## src/rtl/pclk_sel_pkg.sv

```systemverilog
`timescale 1ns/1ps
package pclk_sel_pkg;

    localparam int N_SRC        = 3;
    localparam int SRC_W        = 2;
    localparam int CFG_FIXED_W  = 3;
    localparam int BIT_PLL_SEL  = 0;
    localparam int BIT_SLOW_SEL = 1;
    localparam int BIT_PLL_PD   = 2;
    localparam int MULT_LSB     = 3;

    typedef enum logic [SRC_W-1:0] {
        SRC_REF  = 2'd0,
        SRC_PLL  = 2'd1,
        SRC_SLOW = 2'd2
    } src_e;

    typedef enum logic {
        SW_RUN = 1'b0,
        SW_GAP = 1'b1
    } sw_state_e;

    typedef struct packed {
        logic pll_pwrdn;
        logic slow_sel;
        logic pll_sel;
    } ctl_bits_t;

    // Wanted source: slow clock first, then a locked and powered synthesizer.
    function automatic src_e want_src(ctl_bits_t c, logic lock_s);
        if (c.slow_sel)
            return SRC_SLOW;
        else if (c.pll_sel && !c.pll_pwrdn && lock_s)
            return SRC_PLL;
        else
            return SRC_REF;
    endfunction

endpackage

```

## src/rtl/pclk_cfg_regs.sv

```systemverilog
`timescale 1ns/1ps
module pclk_cfg_regs
    import pclk_sel_pkg::*;
#(
    parameter int MULT_W   = 4,
    parameter int MULT_RST = 2
) (
    input  logic                          clk,
    input  logic                          rst,
    input  logic                          we,
    input  logic [CFG_FIXED_W+MULT_W-1:0] wdata,
    output ctl_bits_t                     ctl_q,
    output logic [MULT_W-1:0]             mult_q
);

    always_ff @(posedge clk) begin
        if (rst) begin
            ctl_q.pll_sel   <= 1'b0;
            ctl_q.slow_sel  <= 1'b0;
            ctl_q.pll_pwrdn <= 1'b1;
            mult_q          <= MULT_W'(MULT_RST);
        end else if (we) begin
            ctl_q.pll_sel   <= wdata[BIT_PLL_SEL];
            ctl_q.slow_sel  <= wdata[BIT_SLOW_SEL];
            ctl_q.pll_pwrdn <= wdata[BIT_PLL_PD];
            mult_q          <= wdata[MULT_LSB +: MULT_W];
        end
    end


    cfg_hold_chk: assert property (@(posedge clk) disable iff (rst)
        !we |=> ($stable(ctl_q) && $stable(mult_q)));

endmodule

```

## src/rtl/pclk_lock_sync.sv

```systemverilog
`timescale 1ns/1ps
module pclk_lock_sync #(
    parameter int STAGES = 2
) (
    input  logic clk,
    input  logic rst,
    input  logic d,
    output logic q
);

    logic [STAGES-1:0] chain;

    generate
        if (STAGES == 1) begin : g_single
            always_ff @(posedge clk) begin
                if (rst) chain <= '0;
                else     chain <= d;
            end
        end else begin : g_multi
            always_ff @(posedge clk) begin
                if (rst) chain <= '0;
                else     chain <= {chain[STAGES-2:0], d};
            end
        end
    endgenerate

    assign q = chain[STAGES-1];

endmodule

```

## src/rtl/pclk_switch_seq.sv

```systemverilog
`timescale 1ns/1ps
module pclk_switch_seq
    import pclk_sel_pkg::*;
#(
    parameter int GAP_CYC = 3
) (
    input  logic             clk,
    input  logic             rst,
    input  src_e             want,
    output logic [N_SRC-1:0] en,
    output src_e             sel,
    output src_e             cur,
    output logic             busy
);

    localparam int CNT_W = (GAP_CYC < 2) ? 1 : $clog2(GAP_CYC);

    sw_state_e        st;
    src_e             pend;
    logic [CNT_W-1:0] cnt;
    logic             gap_done;

    assign gap_done = (cnt == CNT_W'(GAP_CYC - 1));

    always_ff @(posedge clk) begin
        if (rst) begin
            st   <= SW_RUN;
            cur  <= SRC_REF;
            pend <= SRC_REF;
            cnt  <= '0;
        end else begin
            case (st)
                SW_RUN: begin
                    if (want != cur) begin
                        st   <= SW_GAP;
                        pend <= want;
                        cnt  <= '0;
                    end
                end
                SW_GAP: begin
                    if (!gap_done) begin
                        cnt <= cnt + 1'b1;
                    end else if (want == pend) begin
                        st  <= SW_RUN;
                        cur <= pend;
                    end else begin
                        pend <= want;
                        cnt  <= '0;
                    end
                end
                default: st <= SW_RUN;
            endcase
        end
    end

    generate
        for (genvar g = 0; g < N_SRC; g++) begin : g_en
            assign en[g] = (st == SW_RUN) && (cur == src_e'(g));
        end
    endgenerate

    assign sel  = (st == SW_RUN) ? cur : pend;
    assign busy = (st == SW_GAP);


    en_onehot_chk: assert property (@(posedge clk) disable iff (rst)
        $onehot0(en));


    sel_steady_chk: assert property (@(posedge clk) disable iff (rst)
        ((|en) && $past(|en)) |-> (sel == $past(sel)));


    engage_pending_chk: assert property (@(posedge clk) disable iff (rst)
        (!busy && $past(busy)) |-> (sel == $past(sel)));

endmodule

```

## src/rtl/pclk_src_ctrl.sv

```systemverilog
`timescale 1ns/1ps
module pclk_src_ctrl
    import pclk_sel_pkg::*;
#(
    parameter int MULT_W      = 4,
    parameter int MULT_RST    = 2,
    parameter int SYNC_STAGES = 2,
    parameter int GAP_CYC     = 3
) (
    input  logic                          clk,
    input  logic                          rst,
    input  logic                          cfg_we,
    input  logic [CFG_FIXED_W+MULT_W-1:0] cfg_wdata,
    input  logic                          pll_lock_i,
    output logic                          pll_pwrdn_o,
    output logic [MULT_W-1:0]             pll_mult_o,
    output logic                          clk_en_ref_o,
    output logic                          clk_en_pll_o,
    output logic                          clk_en_slow_o,
    output logic [SRC_W-1:0]              clk_mux_sel_o,
    output logic [SRC_W-1:0]              stat_src_o,
    output logic                          stat_lock_o,
    output logic                          stat_busy_o
);

    ctl_bits_t        ctl;
    logic             lock_s;
    src_e             want;
    src_e             sel;
    src_e             cur;
    logic [N_SRC-1:0] en;
    logic             pll_ready;

    pclk_cfg_regs #(
        .MULT_W   (MULT_W),
        .MULT_RST (MULT_RST)
    ) u_regs (
        .clk    (clk),
        .rst    (rst),
        .we     (cfg_we),
        .wdata  (cfg_wdata),
        .ctl_q  (ctl),
        .mult_q (pll_mult_o)
    );

    pclk_lock_sync #(
        .STAGES (SYNC_STAGES)
    ) u_lock (
        .clk (clk),
        .rst (rst),
        .d   (pll_lock_i),
        .q   (lock_s)
    );

    assign want = want_src(ctl, lock_s);

    pclk_switch_seq #(
        .GAP_CYC (GAP_CYC)
    ) u_seq (
        .clk  (clk),
        .rst  (rst),
        .want (want),
        .en   (en),
        .sel  (sel),
        .cur  (cur),
        .busy (stat_busy_o)
    );

    assign clk_en_ref_o  = en[SRC_REF];
    assign clk_en_pll_o  = en[SRC_PLL];
    assign clk_en_slow_o = en[SRC_SLOW];
    assign clk_mux_sel_o = sel;
    assign stat_src_o    = cur;
    assign stat_lock_o   = lock_s;
    assign pll_pwrdn_o   = ctl.pll_pwrdn;

    assign pll_ready = ctl.pll_sel & ~ctl.pll_pwrdn & ~ctl.slow_sel & lock_s;


    pll_needs_lock_chk: assert property (@(posedge clk) disable iff (rst)
        clk_en_pll_o |-> $past(pll_ready));


    pwrdn_keep_chk: assert property (@(posedge clk) disable iff (rst)
        (!$past(cfg_we) && $past(ctl.slow_sel)) |-> (pll_pwrdn_o == $past(pll_pwrdn_o)));

endmodule

```

## config.mk

```make
export PLATFORM = sky130hd
export DESIGN_NAME = pclk_src_ctrl
export DESIGN_NICKNAME = d
export VERILOG_FILES = /design/src/rtl/pclk_sel_pkg.sv /design/src/rtl/pclk_cfg_regs.sv /design/src/rtl/pclk_lock_sync.sv /design/src/rtl/pclk_switch_seq.sv /design/src/rtl/pclk_src_ctrl.sv
export SDC_FILE = /design/constraint.sdc
export NUM_CORES = 1
export LEC_CHECK = 0
export BUFFER_PORTS_ARGS = -buffer_cell sky130_fd_sc_hd__clkbuf_2
export CAP_MARGIN = 20
export CORE_MARGIN = 2
export CORE_UTILIZATION = 50
export DETAILED_ROUTE_END_ITERATION = 12
export PLACE_DENSITY_LB_ADDON = 0.08
export SLEW_MARGIN = 15
export SYNTH_ARGS = -nofsm -noshare
export SYNTH_HDL_FRONTEND = slang
export SYNTH_SLANG_ARGS = --single-unit
```

## constraint.sdc

```tcl
create_clock -name clk -period 2.9 [get_ports clk]
set_input_delay 0.58 -clock clk [delete_from_list [all_inputs] [get_ports clk]]
set_output_delay 0.58 -clock clk [all_outputs]
set_load 0.05 [all_outputs]
```

==> results.md, run 1 <==
* XOR/XNOR share of the synthesized area at under 10%
* Ranking of synthesized cells by instance count: 16 x sky130_fd_sc_hd__dfxtp_1, 11 x sky130_fd_sc_hd__nor2_1, 8 x sky130_fd_sc_hd__mux2i_1, 5 x sky130_fd_sc_hd__nand2_1, 4 x sky130_fd_sc_hd__nor2b_1
* P_leak at between 0.0004 and 0.0005 uW
* Area of the mapped netlist at just over 700 sq um
* Cell accounting for the most synthesized area: sky130_fd_sc_hd__dfxtp_1
* Final design instance area without fill at roughly 860 sq um
* Post-synthesis cell type count at 27
* Routability congestion estimate from global placement at 0.747
* Critical path, cell by cell: mux2_1, clkbuf_2
* # DRC at 0
* Pin count of the biggest net entering global routing at 19
* Register-to-register setup slack at roughly 1.3 ns
* Max Fanout on Critical Path at 11
* Number of diodes added for antenna fixing at 0
* Worst hold path endpoint: u_lock.chain[1]$_SDFF_PP0_
* Peak clock frequency supported by timing at between 0.5 and 0.6 GHz
* Number of hold buffers added after CTS at 0
* Drt total wl at roughly 1.2 mm
* Final hold vios at 0
* Drt wl/cell at 11.1 um
* Remaining number of nets flagged by the antenna check after routing at 0
* Total global routing track utilization at around 16%
* Initial Util at a little over half
* Critical setup path kind: flip-flop to output port
* CTS-repair resized insts at 0
* Fraction of synthesized area in multiplexers at ~13%
* Final critical-path required period at slightly below 2 ns
* Average footprint of a synthesized cell at 9.74 sq um
* Cells on worst reg2reg path at 5
* Async set or reset register ratio after synthesis at 0%
* Number of antenna violations at the first check in global routing at 0
* Relative contribution of combinational cells to total power at between 10% and 20%
* Startpoint of the most critical register-to-register path: u_regs.ctl_q[1]$_SDFFE_PP0P_
* Port-buffer cells at 24
* Area fraction in compound gates after synthesis at about 7.3%
* Part of the total power dissipated in the clock network at 26.0%
* Critical path required time at roughly 2.3 ns
* Final Hold Slack at 0.443 ns
* Clock tree from TritonCTS: yes
* Endpoint type of the worst setup path: output port
* Post-synthesis simple-gate area fraction at between 20% and 30%
* Area of the core at 0.00132 sq mm
* Vias in the first global route at 520
* Worst hold path cell count at 1
* Ranking of synthesized cells by area: sky130_fd_sc_hd__dfxtp_1 44%, sky130_fd_sc_hd__mux2i_1 11%, sky130_fd_sc_hd__nor2_1 5.7%
* Number of flops mapped to enable cells by yosys at 0
* Hold Startpoint: u_lock.chain[0]$_SDFF_PP0_
* Final worst-path cycle share at roughly two thirds
* Starting DRC count in detailed routing at 18
* Number of max-slew violations in the final report at 0
* Sequential cell area fraction in the yosys report at 44.4%
* Largest family of logic cells by synthesized area: simple AND/OR/NAND/NOR gates
* Routed via count at around 570
* #FFs+latches synth at 16
* Transition time at the pin with the least slew margin at between 0.3 and 0.4 ns
* NumNets Final at 110
* Setup TNS at 0 ns
* Prevailing post-synth register cell: sky130_fd_sc_hd__dfxtp_1
* Mapped Nets at 85
* Root Buffer: sky130_fd_sc_hd__clkbuf_4
* Clock tree skew after final layout at around 0.00067 ns
* Total global routing overflow at 0
* Post-Syn Instances at 74
* Global-route wire length before repair at ~2.2 mm
* Internal Dissipation at 303 uW
* Outcome: complete, no violations
* Overall die height at 42.0 um
* Layout fillers at 122
* Ports placed on the boundary at 25
* Power density over cell area at 487 mW/mm^2
* Portion of total power attributed to sequential cells at between 50% and 60%
* Sw power at 115 uW
* Source-to-sink clock delay at the later pin of the worst-skew pair at 0.27 ns
* Adder-cell share of the synthesized area at 0%
* H-tree levels at 1
* Net switching share of the total power at between 20 and 30%
* Average via count per standard cell at between 5 and 6
* HPWL after detailed placement at 942 um
* Worst Hold Class: flip-flop to flip-flop
* Count of warnings emitted by yosys at 0
* Worst Path Buf+Inv at 1
* VDD IR-drop max at ~0.00040 V
* Initial DRT Pass Iterations at 3
* Setup repair after global routing missed its margin: false
* Number of violations of the max-capacitance limit at 0
* Worst path slowest cell: sky130_fd_sc_hd__dfxtp_1
* Worst Setup Start Kind: flip-flop
* Worst r2r dst: u_seq.pend[0]$_SDFFE_PP0P_
* Library cell with the highest instance count after synthesis: sky130_fd_sc_hd__dfxtp_1
* Share of final-layout standard cells stronger than drive strength 1 at 32.0%
* Crit path largest cell delay at 0.53 ns
* Area share of the largest cell type after synthesis at approximately 44%
* Horizontal die dimension at 42.0 um
* Area of the die at about 0.0018 sq mm
* CTS sink count at 16
* Sum of internal, switching and leakage power at between 400 and 500 uW
* Endpoints failing setup at 0
* Cell family contributing the most delay on the critical path: flip-flops
* Cts bufs inserted at 3
* CP arrival at 1.38 ns
* Max-slew headroom at the worst pin at 77.5%
* Area growth from synthesis to layout at 19.1%
* Placed Area at 836 sq um
* Number of buffers on the longest clock path at 2
* Clock-pin slew reported for the worst setup and hold paths after clock tree synthesis at roughly 0.080 ns
* Site row count at 13
* Post-CTS Setup Inserts at 0
[power groups by stage]
stage / clock network, uW / registers, uW / logic (uW)
5_1_grt: 125 / 241 / 75.5
3_5_place_dp: 0 / 244 / 71.1
4_1_cts: 113 / 239 / 71.2
6_report: 109 / 239 / 70.5
3_3_place_gp: 0 / 244 / 70.6
2_1_floorplan: 0 / 262 / 37.6
[final cells by class]
cell class                 count  area (sq um)  share of cell area (%)
timing repair buffer          24           120                    14.0
sequential                    16           320                    37.3
multi-input combinational     52           369                    43.0
clock buffer                   3          22.5                    2.62
inverter                       2          7.51                   0.875
tap                           15          18.8                    2.19
[logic make-up after synthesis]
kind of cell,count (synthesis)
DFF,16
buffers and inverters,6
AOI/OAI and AO/OA,6
and+or+nand+nor,33
muxes,9
xor gates and xnor gates,4
[placed cells by master (no fill, tap or decap), types with 2 or more instances in the layout]
cell	instances
sky130_fd_sc_hd__nor2b_1	4
sky130_fd_sc_hd__nand4b_1	2
sky130_fd_sc_hd__nor3b_1	2
sky130_fd_sc_hd__dfxtp_1	16
sky130_fd_sc_hd__nor2_1	11
sky130_fd_sc_hd__inv_1	2
sky130_fd_sc_hd__nand2_1	5
sky130_fd_sc_hd__nand2b_1	2
sky130_fd_sc_hd__mux2i_1	8
sky130_fd_sc_hd__xor2_1	2
sky130_fd_sc_hd__xnor2_1	2
sky130_fd_sc_hd__clkbuf_4	3
sky130_fd_sc_hd__a211o_1	2
sky130_fd_sc_hd__clkbuf_2	24
[stage by stage]
step           setup slack [ns]  std cells  utilization, %
4_1_cts                   0.921        112            65.1
2_1_floorplan             0.387         74               -
3_3_place_gp               1.25        109            63.4
5_1_grt                   0.845        112            65.1
6_report                  0.935        112            65.1
3_5_place_dp               1.23        109            63.4
[registers in the layout (all words and copies together), names as in the netlist]
name           flops
u_lock.chain       2
u_seq.cnt          2
u_regs.mult_q      4
u_seq.cur          2
u_seq.busy         1
u_seq.pend         2
u_regs.ctl_q       3
[metal layers]
metal / GRT usage (%) / vias up / wire (um)
li1: - / 298 / -
met1: 21.2 / 252 / 575
met2: 25.6 / 19 / 590
met3: 3.91 / 2 / 69
met4: 7.74 / 0 / 11
met5: 0 / - / 0
[how the worst max path moves through the flow]
stage                              start               end  slack, ns  cells past startpoint
4_1_cts            u_seq.busy$_SDFF_PP0_  clk_mux_sel_o[1]       0.92                      2
3_5_place_dp       u_seq.busy$_SDFF_PP0_  clk_mux_sel_o[1]       1.23                      2
6_report           u_seq.busy$_SDFF_PP0_  clk_mux_sel_o[1]       0.94                      2
5_1_grt            u_seq.busy$_SDFF_PP0_  clk_mux_sel_o[1]       0.84                      2
3_3_place_gp       u_seq.busy$_SDFF_PP0_  clk_mux_sel_o[1]       1.25                      2
2_1_floorplan  u_seq.cur[1]$_SDFFE_PP0P_     clk_en_slow_o       0.39                      1
No activity file was read; power rests on OpenSTA's default activity.
==> inputs of run 2 (changes only) <==
--- a/config.mk
+++ b/config.mk
@@ -5,10 +5,11 @@
 export SDC_FILE = /design/constraint.sdc
 export NUM_CORES = 1
 export LEC_CHECK = 0
+export ABC_AREA = 1
 export BUFFER_PORTS_ARGS = -buffer_cell sky130_fd_sc_hd__clkbuf_2
 export CAP_MARGIN = 20
 export CORE_MARGIN = 2
-export CORE_UTILIZATION = 50
+export CORE_UTILIZATION = 47
 export DETAILED_ROUTE_END_ITERATION = 12
 export PLACE_DENSITY_LB_ADDON = 0.08
 export SLEW_MARGIN = 15
==> constraint.sdc (replaced) <==
create_clock -name clk -period 2 [get_ports clk]
set_input_delay 0.4 -clock clk [delete_from_list [all_inputs] [get_ports clk]]
set_output_delay 0.4 -clock clk [all_outputs]
set_load 0.05 [all_outputs]
==> run 2 against run 1 <==
  * Die area up 6.9%
  * Via count up 23%
  * Synthesized cell count is 42% higher
  * Global-route usage is 0.98 points higher
  * Non-clock buffer count unchanged
  * Synthesized area is 1.2% higher
  * Sequential power rose by 54%
  * Cell count up 32%
  * Power rose by 83%
  * Combinational power grew to 2.6 times the previous value
  * Critical endpoint is now clk_mux_sel_o[0]
  * Highest routed layer unchanged
==> results.md, run 2 <==
* Drt wl/cell at 9.91 um
* Root Buffer: sky130_fd_sc_hd__clkbuf_4
* Outcome: complete, no violations
* Async set or reset register ratio after synthesis at 0%
* Average via count per standard cell at ~4.7
* Endpoint type of the worst setup path: output port
* Number of violations of the max-capacitance limit at 0
* Area share of the largest cell type after synthesis at 43.9%
* Setup TNS at 0 ns
* Initial DRT Pass Iterations at 4
* Final hold vios at 0
* Port-buffer cells at 24
* Number of buffers on the longest clock path at 2
* Initial Util at around half
* Critical setup path kind: flip-flop to output port
* P_leak at roughly 0.00047 uW
* Remaining number of nets flagged by the antenna check after routing at 0
* Critical path required time at about 1.6 ns
* Power density over cell area at 849 mW/mm^2
* Post-synthesis cell type count at 17
* Number of flops mapped to enable cells by yosys at 0
* Clock-pin slew reported for the worst setup and hold paths after clock tree synthesis at 0.10 ns
* Share of final-layout standard cells stronger than drive strength 1 at roughly 30%
* Max-slew headroom at the worst pin at 75.3%
* Largest registers: u_regs.mult_q x4, u_regs.ctl_q x3
* Leading cell types in the layout, fill and taps excluded: 24 x sky130_fd_sc_hd__nor2_1, 24 x sky130_fd_sc_hd__clkbuf_2, 20 x sky130_fd_sc_hd__nand2_1
* Total global routing track utilization at approximately 17%
* Count of warnings emitted by yosys at 0
* CTS sink count at 16
* Cts bufs inserted at 3
* Final design instance area without fill at around 900 sq um
* Setup repair after global routing missed its margin: false
* Number of max-slew violations in the final report at 0
* Area of the die at about 0.0019 sq mm
* Ranking of synthesized cells by instance count: 24 x sky130_fd_sc_hd__nor2_1, 20 x sky130_fd_sc_hd__nand2_1, 16 x sky130_fd_sc_hd__dfxtp_1, 12 x sky130_fd_sc_hd__inv_1, 8 x sky130_fd_sc_hd__o21ai_0
* Global-route wire length before repair at approximately 2.5 mm
* Site row count at 14
* Source-to-sink clock delay at the later pin of the worst-skew pair at 0.28 ns
* Endpoints failing setup at 0
* Final worst-path cycle share at between 80 and 90%
* Horizontal die dimension at 43.4 um
* Overall die height at approximately 43 um
* Sequential cell area fraction in the yosys report at 43.9%
* Worst Hold Class: primary input to flip-flop
* Routed via count at 702
* Cell accounting for the most synthesized area: sky130_fd_sc_hd__dfxtp_1
* Area of the core at roughly 0.0015 sq mm
* Placed Area at ~860 sq um
* Pin count of the biggest net entering global routing at 13
* Drt total wl at 1.47 mm
* Number of antenna violations at the first check in global routing at 0
* Total global routing overflow at 0
* H-tree levels at 1
* #FFs+latches synth at 16
* Clock tree from TritonCTS: yes
* Number of flip-flops under the largest register name at 4
* Ranking of synthesized cells by area: sky130_fd_sc_hd__dfxtp_1 44%, sky130_fd_sc_hd__nor2_1 12%, sky130_fd_sc_hd__nand2_1 10%
* Max Fanout on Critical Path at 12
* Starting DRC count in detailed routing at 7
* Sum of internal, switching and leakage power at between 700 and 800 uW
* CP arrival at about 1.3 ns
* CTS-repair resized insts at 0
* Prevailing post-synth register cell: sky130_fd_sc_hd__dfxtp_1
* Number of diodes added for antenna fixing at 0
* Post-CTS Setup Inserts at 0
* # DRC at 0
* Transition time at the pin with the least slew margin at roughly 0.37 ns
* Final critical-path required period at between 1.5 and 2 ns
* Clock tree skew after final layout at 0.00658 ns
* Post-Syn Instances at ~110
* Average footprint of a synthesized cell at between 6 and 7 sq um
* Worst Setup Start Kind: flip-flop
* VDD IR-drop max at 0.000425 V
* HPWL after detailed placement at 1.13 mm
* Area of the mapped netlist at about 730 sq um
* Area growth from synthesis to layout at 23.5%
* Routability congestion estimate from global placement at approximately 0.8
* Vias in the first global route at between 600 and 700
* Peak clock frequency supported by timing at between 0.5 and 0.6 GHz
* NumNets Final at roughly 140
* Most flops, register: u_regs.mult_q
* Ports placed on the boundary at 25
* Mapped Nets at approximately 120
* Number of hold buffers added after CTS at 0
* Library cell with the highest instance count after synthesis: sky130_fd_sc_hd__nor2_1
-- run 2: changes by cell type in the layout (fill, tap and decap cells not counted), moves of 5 or more --
cell | before | now
sky130_fd_sc_hd__mux2i_1 | 8 | 0
sky130_fd_sc_hd__nor2_1 | 11 | 24
sky130_fd_sc_hd__inv_1 | 2 | 12
sky130_fd_sc_hd__o21ai_0 | 1 | 6
sky130_fd_sc_hd__nand2_1 | 5 | 20
-- run 2: kinds of logic after synthesis --
| kind of cell | synth area share (%) |
|---|---|
| AND/OR/NAND/NOR | 40.1 |
| buffers and inverters | 7.37 |
| AO/OA/AOI/OAI | 8.58 |
| flip-flops | 43.9 |
-- run 2: worst max-delay path, stage by stage, from the launching register on --
cell and delay (ns):
sky130_fd_sc_hd__dfxtp_1 0.56, sky130_fd_sc_hd__nand2_1 0.09, sky130_fd_sc_hd__o21ai_1 0.08, sky130_fd_sc_hd__clkbuf_2 0.29
-- run 2: worst paths after layout --
kind                              start                          to  slack (ns)  depth (start not counted)
min reg2reg  u_lock.chain[0]$_SDFF_PP0_  u_lock.chain[1]$_SDFF_PP0_        0.42                          2
max reg2reg       u_seq.busy$_SDFF_PP0_  u_seq.pend[1]$_SDFFE_PP0P_        0.69                          7
max               u_seq.busy$_SDFF_PP0_            clk_mux_sel_o[0]        0.30                          3
min                          pll_lock_i  u_lock.chain[0]$_SDFF_PP0_        0.29                          3
-- run 2: area by class of cell --
class / count / area (sq um)
multi-input cells: 75 / 355
clock buffers: 4 / 36.3
repair buffers: 24 / 120
inverters: 13 / 48.8
well taps: 16 / 20.0
flip-flops and latches: 16 / 320
fillers: 152 / 571
-- run 2: stage by stage --
| stage | cells | hold slack [ns] | worst slack, ns | util, % |
|---|---|---|---|---|
| 3_3_place_gp | 144 | 0.390 | 0.657 | 58.8 |
| 5_1_grt | 148 | 0.306 | 0.204 | 61.2 |
| 6_report | 148 | 0.289 | 0.305 | 61.2 |
| 3_5_place_dp | 144 | 0.402 | 0.622 | 58.8 |
| 2_1_floorplan | 105 | 0.388 | -0.302 | - |
| 4_1_cts | 148 | 0.288 | 0.299 | 61.2 |
-- run 2: routing by layer --
| layer | GRT usage (%) | wire [um] |
|---|---|---|
| met2 | 26.9 | 679 |
| met5 | 0 | 0 |
| met1 | 23.0 | 698 |
| met4 | 9.70 | 10 |
| met3 | 3.33 | 78 |
-- run 2: power by group --
| part | total (uW) | switching, uW | internal [uW] |
|---|---|---|---|
| sequential | 369 | 24.7 | 344 |
| combinational | 181 | 130 | 50.6 |
| clock | 215 | 104 | 111 |
| total | 765 | 259 | 506 |
